===== config.mk =====
export PLATFORM = sky130hd
export DESIGN_NAME = rx_ring_dma
export DESIGN_NICKNAME = d
export VERILOG_FILES = /design/src/rtl/rx_ring_dma_pkg.sv /design/src/rtl/rx_ring_ptr.sv /design/src/rtl/rx_desc_decode.sv /design/src/rtl/rx_wr_select.sv /design/src/rtl/rx_ring_dma.sv
export SDC_FILE = /design/constraint.sdc
export NUM_CORES = 1
export LEC_CHECK = 0
export ABC_AREA = 1
export BUFFER_PORTS_ARGS = -buffer_cell sky130_fd_sc_hd__buf_2
export CELL_PAD_IN_SITES_DETAIL_PLACEMENT = 1
export CELL_PAD_IN_SITES_GLOBAL_PLACEMENT = 1
export CORE_MARGIN = 2
export CORE_UTILIZATION = 31
export DETAILED_ROUTE_END_ITERATION = 8
export GPL_ROUTABILITY_DRIVEN = 0
export PLACE_DENSITY_LB_ADDON = 0.1
export SLEW_MARGIN = 20
export SYNTH_ARGS = -nofsm -noshare
export SYNTH_HDL_FRONTEND = slang
export SYNTH_SLANG_ARGS = --single-unit

===== constraint.sdc =====
create_clock -name clk -period 2.95 [get_ports clk]
set_input_delay 0.4425 -clock clk [delete_from_list [all_inputs] [get_ports clk]]
set_output_delay 0.4425 -clock clk [all_outputs]
set_load 0.05 [all_outputs]

===== src/rtl/rx_ring_dma_pkg.sv =====
package rx_ring_dma_pkg;

  // control word bit positions
  localparam int CTL_EN     = 0;
  localparam int CTL_OFF_LO = 1;
  localparam int CTL_OC     = 10;
  localparam int CTL_NOPAR  = 11;

  // descriptor field positions in the 128-bit fetch word
  localparam int DSC_W      = 128;
  localparam int DSC_EOT    = 28;
  localparam int DSC_BC_LO  = 32;
  localparam int DSC_ADR_LO = 64;

  typedef enum logic [3:0] {
    CH_DISABLED = 4'd0,
    CH_ACTIVE   = 4'd1,
    CH_IDLE     = 4'd2,
    CH_STOPPED  = 4'd3,
    CH_SUSPEND  = 4'd4
  } chan_state_e;

  typedef enum logic [3:0] {
    ER_NONE     = 4'd0,
    ER_PROTO    = 4'd1,
    ER_FIFO_OVF = 4'd2,
    ER_XFER     = 4'd3,
    ER_DSC_READ = 4'd4,
    ER_CORE     = 4'd5
  } chan_err_e;

  typedef enum logic [2:0] {
    PH_WAIT, PH_REQ, PH_RSP, PH_DATA, PH_HDR, PH_DROP, PH_HALT
  } phase_e;

endpackage


===== src/rtl/rx_ring_ptr.sv =====
module rx_ring_ptr #(
  parameter int OFF_W  = 13,
  parameter int DESC_B = 16
) (
  input  logic             clk,
  input  logic             rst_n,
  input  logic             en,
  input  logic             advance,
  input  logic             adv_eot,
  input  logic [OFF_W-1:0] last_ptr,
  output logic [OFF_W-1:0] cur_off,
  output logic             empty
);
  localparam logic [OFF_W-1:0] STEP = OFF_W'(DESC_B);

  logic [OFF_W-1:0] off_q;

  always_ff @(posedge clk) begin
    if (!rst_n || !en) off_q <= '0;
    else if (advance) off_q <= adv_eot ? '0 : off_q + STEP;
  end

  assign cur_off = off_q;
  assign empty   = (off_q == last_ptr);


  adv_when_empty_chk: assert property (@(posedge clk) disable iff (!rst_n)
    advance |-> !empty);


  wrap_to_base_chk: assert property (@(posedge clk) disable iff (!rst_n)
    (advance && adv_eot && en) |=> (cur_off == '0));
endmodule


===== src/rtl/rx_desc_decode.sv =====
module rx_desc_decode import rx_ring_dma_pkg::*; #(
  parameter int ADDR_W  = 32,
  parameter int BC_W    = 15,
  parameter int RXOFF_W = 7
) (
  input  logic [DSC_W-1:0]   desc,
  input  logic               first,
  input  logic [RXOFF_W-1:0] rx_off,
  input  logic               par_en,
  output logic [ADDR_W-1:0]  buf_addr,
  output logic [BC_W-1:0]    buf_bc,
  output logic               eot,
  output logic               bad
);
  logic par_odd;

  always_comb begin
    buf_addr = desc[DSC_ADR_LO +: ADDR_W];
    buf_bc   = desc[DSC_BC_LO +: BC_W];
    eot      = desc[DSC_EOT];
    par_odd  = ^desc;
    bad      = (par_en && par_odd) || (buf_bc == '0) ||
               (first && (BC_W'(rx_off) >= buf_bc));
  end
endmodule


===== src/rtl/rx_wr_select.sv =====
module rx_wr_select #(
  parameter int ADDR_W = 32,
  parameter int BC_W   = 15,
  parameter int LEN_W  = 16
) (
  input  logic              hdr_sel,
  input  logic [ADDR_W-1:0] buf_addr,
  input  logic [BC_W-1:0]   pos,
  input  logic [7:0]        byte_in,
  input  logic [ADDR_W-1:0] hdr_addr,
  input  logic [LEN_W-1:0]  flen,
  output logic [ADDR_W-1:0] wr_addr,
  output logic [LEN_W-1:0]  wr_data,
  output logic              wr_half
);
  always_comb begin
    if (hdr_sel) begin
      wr_addr = hdr_addr;
      wr_data = flen;
      wr_half = 1'b1;
    end else begin
      wr_addr = buf_addr + ADDR_W'(pos);
      wr_data = LEN_W'(byte_in);
      wr_half = 1'b0;
    end
  end
endmodule


===== src/rtl/rx_ring_dma.sv =====
module rx_ring_dma import rx_ring_dma_pkg::*; #(
  parameter int ADDR_W  = 32,
  parameter int OFF_W   = 13,
  parameter int BC_W    = 15,
  parameter int LEN_W   = 16,
  parameter int RXOFF_W = 7,
  parameter int DESC_B  = 16
) (
  input  logic              clk,
  input  logic              rst_n,
  input  logic [31:0]       cfg_ctrl,
  input  logic [ADDR_W-1:0] cfg_ring_base,
  input  logic [OFF_W-1:0]  cfg_last_ptr,
  output logic [31:0]       status0,
  output logic [31:0]       status1,
  output logic              dsc_req_valid,
  input  logic              dsc_req_ready,
  output logic [ADDR_W-1:0] dsc_req_addr,
  input  logic              dsc_rsp_valid,
  input  logic              dsc_rsp_err,
  input  logic [DSC_W-1:0]  dsc_rsp_data,
  input  logic              in_valid,
  output logic              in_ready,
  input  logic [7:0]        in_data,
  input  logic              in_last,
  output logic              wr_valid,
  input  logic              wr_ready,
  output logic [ADDR_W-1:0] wr_addr,
  output logic [LEN_W-1:0]  wr_data,
  output logic              wr_half,
  output logic              done_pulse
);
  localparam int PAD_W = ADDR_W - OFF_W;

  logic en, oc, par_en;
  logic [RXOFF_W-1:0] rx_off;
  logic unused_cfg;

  assign en     = cfg_ctrl[CTL_EN];
  assign oc     = cfg_ctrl[CTL_OC];
  assign par_en = !cfg_ctrl[CTL_NOPAR];
  assign rx_off = cfg_ctrl[CTL_OFF_LO +: RXOFF_W];
  assign unused_cfg = ^{cfg_ctrl[31:12], cfg_ctrl[9:8]};

  phase_e            ph;
  logic              first_q, eot_q, done_q;
  logic [ADDR_W-1:0] buf_addr_q, hdr_addr_q;
  logic [BC_W-1:0]   buf_bc_q, pos_q;
  logic [LEN_W-1:0]  flen_q;
  chan_err_e         err_q;
  chan_state_e       st;

  logic [ADDR_W-1:0] d_addr;
  logic [BC_W-1:0]   d_bc;
  logic              d_eot, d_bad;
  logic [OFF_W-1:0]  cur_off;
  logic              empty, advance, in_hs, buf_full;

  rx_desc_decode #(.ADDR_W(ADDR_W), .BC_W(BC_W), .RXOFF_W(RXOFF_W)) u_dec (
    .desc(dsc_rsp_data), .first(first_q), .rx_off(rx_off), .par_en(par_en),
    .buf_addr(d_addr), .buf_bc(d_bc), .eot(d_eot), .bad(d_bad));

  rx_ring_ptr #(.OFF_W(OFF_W), .DESC_B(DESC_B)) u_ptr (
    .clk(clk), .rst_n(rst_n), .en(en), .advance(advance), .adv_eot(eot_q),
    .last_ptr(cfg_last_ptr), .cur_off(cur_off), .empty(empty));

  rx_wr_select #(.ADDR_W(ADDR_W), .BC_W(BC_W), .LEN_W(LEN_W)) u_wsel (
    .hdr_sel(ph == PH_HDR), .buf_addr(buf_addr_q), .pos(pos_q),
    .byte_in(in_data), .hdr_addr(hdr_addr_q), .flen(flen_q),
    .wr_addr(wr_addr), .wr_data(wr_data), .wr_half(wr_half));

  assign in_ready = en && (((ph == PH_DATA) && wr_ready) || (ph == PH_DROP));
  assign wr_valid = en && (((ph == PH_DATA) && in_valid) || (ph == PH_HDR));
  assign in_hs    = in_valid && in_ready;
  assign buf_full = ((pos_q + 1'b1) == buf_bc_q);
  assign advance  = en && (ph == PH_DATA) && in_hs && (in_last || buf_full);

  assign dsc_req_valid = en && (ph == PH_REQ);
  assign dsc_req_addr  = cfg_ring_base + {{PAD_W{1'b0}}, cur_off};
  assign done_pulse    = done_q;

  always_ff @(posedge clk) begin
    if (!rst_n) begin
      ph <= PH_WAIT; first_q <= 1'b1; eot_q <= 1'b0; done_q <= 1'b0;
      buf_addr_q <= '0; hdr_addr_q <= '0; buf_bc_q <= '0; pos_q <= '0;
      flen_q <= '0; err_q <= ER_NONE;
    end else if (!en) begin
      ph <= PH_WAIT; first_q <= 1'b1; done_q <= 1'b0; err_q <= ER_NONE;
    end else begin
      done_q <= 1'b0;
      case (ph)
        PH_WAIT: begin
          if (!empty) ph <= PH_REQ;
          else if (!first_q && oc) ph <= PH_DROP;
        end
        PH_REQ: if (dsc_req_ready) ph <= PH_RSP;
        PH_RSP: if (dsc_rsp_valid) begin
          if (dsc_rsp_err) begin
            err_q <= ER_DSC_READ; ph <= PH_HALT;
          end else if (d_bad) begin
            err_q <= ER_PROTO; ph <= PH_HALT;
          end else begin
            buf_addr_q <= d_addr;
            buf_bc_q   <= d_bc;
            eot_q      <= d_eot;
            pos_q      <= first_q ? BC_W'(rx_off) : '0;
            if (first_q) begin
              hdr_addr_q <= d_addr;
              flen_q     <= '0;
            end
            ph <= PH_DATA;
          end
        end
        PH_DATA: if (in_hs) begin
          pos_q  <= pos_q + 1'b1;
          flen_q <= flen_q + 1'b1;
          if (in_last) ph <= PH_HDR;
          else if (buf_full) begin
            first_q <= 1'b0;
            ph <= PH_WAIT;
          end
        end
        PH_HDR: if (wr_ready) begin
          done_q <= 1'b1; first_q <= 1'b1; ph <= PH_WAIT;
        end
        PH_DROP: if (in_valid && in_last) begin
          first_q <= 1'b1; ph <= PH_WAIT;
        end
        PH_HALT: ;
        default: ph <= PH_HALT;
      endcase
    end
  end

  always_comb begin
    if (!en) st = CH_DISABLED;
    else if (ph == PH_HALT) st = CH_STOPPED;
    else if ((ph == PH_WAIT) && empty) st = CH_IDLE;
    else st = CH_ACTIVE;
    status0 = '0;
    status0[31:28] = st;
    status0[OFF_W-1:0] = cur_off;
    status1 = '0;
    status1[31:28] = err_q;
  end


  done_after_hdr_chk: assert property (@(posedge clk) disable iff (!rst_n)
    done_pulse |-> $past(wr_valid && wr_ready && wr_half));


  done_single_chk: assert property (@(posedge clk) disable iff (!rst_n)
    done_pulse |=> !done_pulse);


  halt_quiet_chk: assert property (@(posedge clk) disable iff (!rst_n)
    (status0[31:28] == 4'd3) |-> (!in_ready && !wr_valid && !dsc_req_valid));


  err_hold_chk: assert property (@(posedge clk) disable iff (!rst_n)
    ((status0[31:28] == 4'd3) && cfg_ctrl[0] && $stable(cfg_ctrl)) |=> $stable(status1));


  hdr_hold_chk: assert property (@(posedge clk) disable iff (!rst_n)
    (wr_valid && wr_half && !wr_ready && $stable(cfg_ctrl)) |=>
      (wr_valid && wr_half && $stable(wr_addr) && $stable(wr_data)));
endmodule


==> results.txt <==
* Fin. max-slew vios: 0
* Pin count of the biggest net entering global routing: 66
- Final design area excluding fillers: 16,800 µm²
* Number of detailed-route iterations in the first pass: 6
- Counting flops with an async set or reset pin after synthesis yields a share of 0%.
- STA puts the critical path data required time at 2.51 ns.
- After the flow finishes, the layout carries non-filler instances totaling 3,056.
- In this run, synthesis inferred 0 flip-flops with an integrated enable.
- Vias: 14,550
- Type of the worst setup path: register to output pin
- Leading post-synthesis cells by cell area: nand2_1 (27%), dfxtp_1 (21%), nor2_1 (7.5%)
* Final core utilization: 44.6%
- From left edge to right edge, the die measures 200 µm.
- Area used by sequential logic in the layout: 2570 µm²
- In the routed layout, each cell is associated on average with a via count of 4.76.
* Number of design-rule violations left by the first detailed-router iteration: 506
- Effective utilization at floorplan: 31.5%
- Final Power: 5.78 mW
- Residual DRC count: 0
- For this design the total switching power over the nets is 2.22 mW.
- Clock tree synthesis inserted a total of 17 buffers.
- Once placement finished, the instance area stood at 14,700 µm².
- The worst hold path terminates at done_pulse.
- Failing checks: setup timing
- During placement, the flow inserted port buffers numbering 288.
- In this run switching power makes up 38.4% of total power.
* Wire length of the first global-routing pass: 70,800 µm
- Combinational cells account for 33.5% of the total power.
- Data on the critical path arrives at its endpoint at 3.01 ns.
- Start of the worst register-to-register path: pos_q[1]
* Standard-cell rows: 71
- In this run the tightest slew margin relative to its limit is 39.2%.
- Power spread over the standard cell area amounts to 344 nW/µm².
* Area of the mapped netlist: 11,900 µm²
- The H-tree was split into 4 levels.
- Setup violations remaining at the end of the flow were counted as 44.
- Proportion of netlist area held by the largest area contributor: 27.1%
- RSZ-0062 raised after global routing: yes
- Commonest cells after routing, fill and taps aside: nand2_1 (831), buf_2 (238), nor2_1 (230), inv_1 (197), buf_4 (124)
* Clock Sink Count: 127
- In this run the remaining antenna-violating nets after routing total 0.
- The number of global-route vias before repair was 14,639.
- Total leakage power: 8.68 nW
- Summing the sequential cell areas from Yosys gives 21.4% of the chip area.
- Worst IR Drop VDD: 0.391 mV
* Maximum capacitance violations: 0
- GRT Total Usage: 22.0%
- I/O Pins: 370
* Number of distinct library cell variants in the gate-level netlist after synthesis: 49
- Synthesis warning total: 0
* Worst Setup Start Kind: register
- After the last flow step, the layout net total stands at 2,789.
* Setup Skew: 0.0123 ns
- Worst Slack Setup Final: -0.502 ns
- Static timing analysis puts the maximum clock frequency at 290 MHz.
* Footprint of the multi-input gates: 8960 µm²
- Post-layout min period: 3.45 ns
- Wire length per cell after detailed routing: 14.8 µm
* Count of mapped cells out of synthesis: 2,113
- Counting the fill cells in the layout gives 5,135.
- Clk pin slew, worst setup/hold paths: 0.06 ns
- Number of synthesized register bits: 127
- Setup slack on the worst reg-to-reg path comes out at 0.19 ns.
- Total length of routed wires: 45,300 µm
- The initial antenna violation count is 13.
- Commonest non-fill, non-tap cell in the layout: nand2_1
- Max stage delay on crit path: 0.36 ns
* Cell accounting for the most synthesized area: nand2_1
- The clock reaches the later pin of the worst-skew pair after 0.44 ns.
* Crit path cell chain: ha_4 -> fa_2 -> nand3_2 -> nand3_2 -> nand2_2 -> nand2_2 -> a21o_1 -> nand2_1 -> nand2_2 -> buf_4 -> buf_6 -> nand2_4 -> nand2_4 -> buf_6 -> xnor2_2 -> o21ai_2 -> buf_6
* CTS tree: yes
- The tightest min-delay check is of the input port to register type.
- Internal power comes to 3.57 mW.
* Clock Power Share: 35.1%
- Placed Cells incl. Taps: 2,951
- The most used flip-flop cell after synthesis is dfxtp_1.
- Worst setup EP type: output pin
* Final period util: 117%
- From synthesis to final layout, the design area changed by 41.5%.
- Slowest cell on the critical path: dfxtp_4
- Maximum clock path buffer count: 2
- Core area: 37,800 µm²
- In this run the critical register-to-register path is captured at u_ptr.cur_off[6].
- Total die area: 40,000 µm²
* Actual transition at the worst max-transition pin: 0.912 ns
- Post-DP HPWL: 34,500 µm
* FF-to-FF path depth: 15
- Avg Synthesized Cell Area: 5.63 µm²
- Hold-fix buffers, CTS: 0
- In the final layout, the share of cells above drive strength 1 is 26.2%.
- The flow ran to the end, but the final reports show violations.
- Per report_power, the sequential group accounts for 31.4% of the total.
- Start point of the worst min-delay path: wr_ready
- Summed over all layers, the global routing overflow is 0.
* Height of the chip: 200 µm
* Final Hold Violating Endpoints: 0
* Clock Root Buffer: clkbuf_16
- Of all nets on the critical path, the largest fanout is 3.
- The worst hold path passes through 3 cells.
-- critical path: cells and delay by family (launching register included) --
| kind | cells | cell delay, ns |
|---|---|---|
| AND/OR/NAND/NOR | 8 | 0.64 |
| buffers and inverters | 4 | 0.57 |
| adder cells (fa/ha/maj) | 2 | 0.53 |
| flip-flops | 1 | 0.36 |
| AO/OA/AOI/OAI | 2 | 0.34 |
| XOR/XNOR | 1 | 0.12 |
-- sequential cells by signal, summed over array words and instances, names as in the netlist --
register and flops:
pos_q 15, flen_q 16, hdr_addr_q 32, done_pulse 1, buf_addr_q 32, err_q 2
eot_q 1, first_q 1, buf_bc_q 15, u_ptr.cur_off 9, ph 3
-- area by class of cell --
cell class / count / share of cell area (%)
clock inverter: 14 / 0.706
inverter: 218 / 4.89
sequential: 127 / 15.2
clock buffer: 18 / 2.61
antenna: 6 / 0.0892
tap: 511 / 3.80
timing repair buffer: 452 / 19.4
multi-input combinational: 1710 / 53.2
-- layer usage --
| layer | GRT usage [%] | routed length [µm] |
|---|---|---|
| met1 | 25.5 | 19000 |
| met2 | 40.5 | 23200 |
| met3 | 4.40 | 2070 |
| met4 | 6.58 | 986 |
| met5 | 0 | 101 |
-- repair_timing --
item                       4_1_cts  5_1_grt
setup endpoints to repair       46       63
gates cloned                     0        1
setup buffers                   49       27
gates resized for setup        190       88
pin swaps                       41       42
-- logic make-up after synthesis --
| family | after synthesis | synth area share [%] |
|---|---|---|
| adders and majority gates | 42 | 4.48 |
| DFF | 127 | 21.4 |
| AOI/OAI and AO/OA | 208 | 9.32 |
| and+or+nand+nor | 1295 | 43.9 |
| xor gates and xnor gates | 113 | 8.32 |
| buffers and inverters | 327 | 12.6 |
| other | 1 | 0.0315 |
-- Yosys cell counts, drive strengths merged (6+ instances only) --
| cell type | instances |
|---|---|
| nand2 | 864 |
| nor2 | 244 |
| inv | 218 |
| dfxtp | 127 |
| nand3 | 119 |
| a21oi | 104 |
| buf | 80 |
| o21ai | 78 |
| xor2 | 58 |
| xnor2 | 55 |
| ha | 41 |
| clkbuf | 29 |
| nand4 | 22 |
| nor3 | 21 |
| nor4 | 9 |
| or2 | 9 |
| o21bai | 6 |
-- power by group through the flow --
| stage | sequential [mW] | clock [mW] | combinational, mW |
|---|---|---|---|
| floorplan | 1.84 | 0 | 1.36 |
| global placement | 1.85 | 0 | 1.80 |
| detailed placement | 1.85 | 0 | 1.87 |
| CTS | 1.82 | 2.08 | 1.93 |
| global route | 1.82 | 2.15 | 2.18 |
| finish | 1.82 | 2.03 | 1.94 |
-- worst max-delay path by stage --
stage                     startpoint          endpoint  depth (start not counted)
floorplan           u_ptr.cur_off[5]  dsc_req_addr[31]                         14
global placement       buf_addr_q[2]       wr_addr[29]                         18
detailed placement  cfg_ring_base[5]  dsc_req_addr[26]                         15
CTS                         pos_q[0]       wr_addr[28]                         19
global route           buf_addr_q[0]       wr_addr[28]                         19
finish                 buf_addr_q[0]       wr_addr[10]                         17
-- through the flow --
step	worst slack [ns]	hold slack, ns	setup TNS (ns)
floorplan	-0.184	0.425	-0.577
global placement	-0.145	0.437	-1.62
detailed placement	-0.193	0.445	-5.43
CTS	-0.410	0.275	-10.99
global route	-0.653	0.296	-18.96
finish	-0.502	0.284	-13.53
No activity file was read; power rests on OpenSTA's default activity.
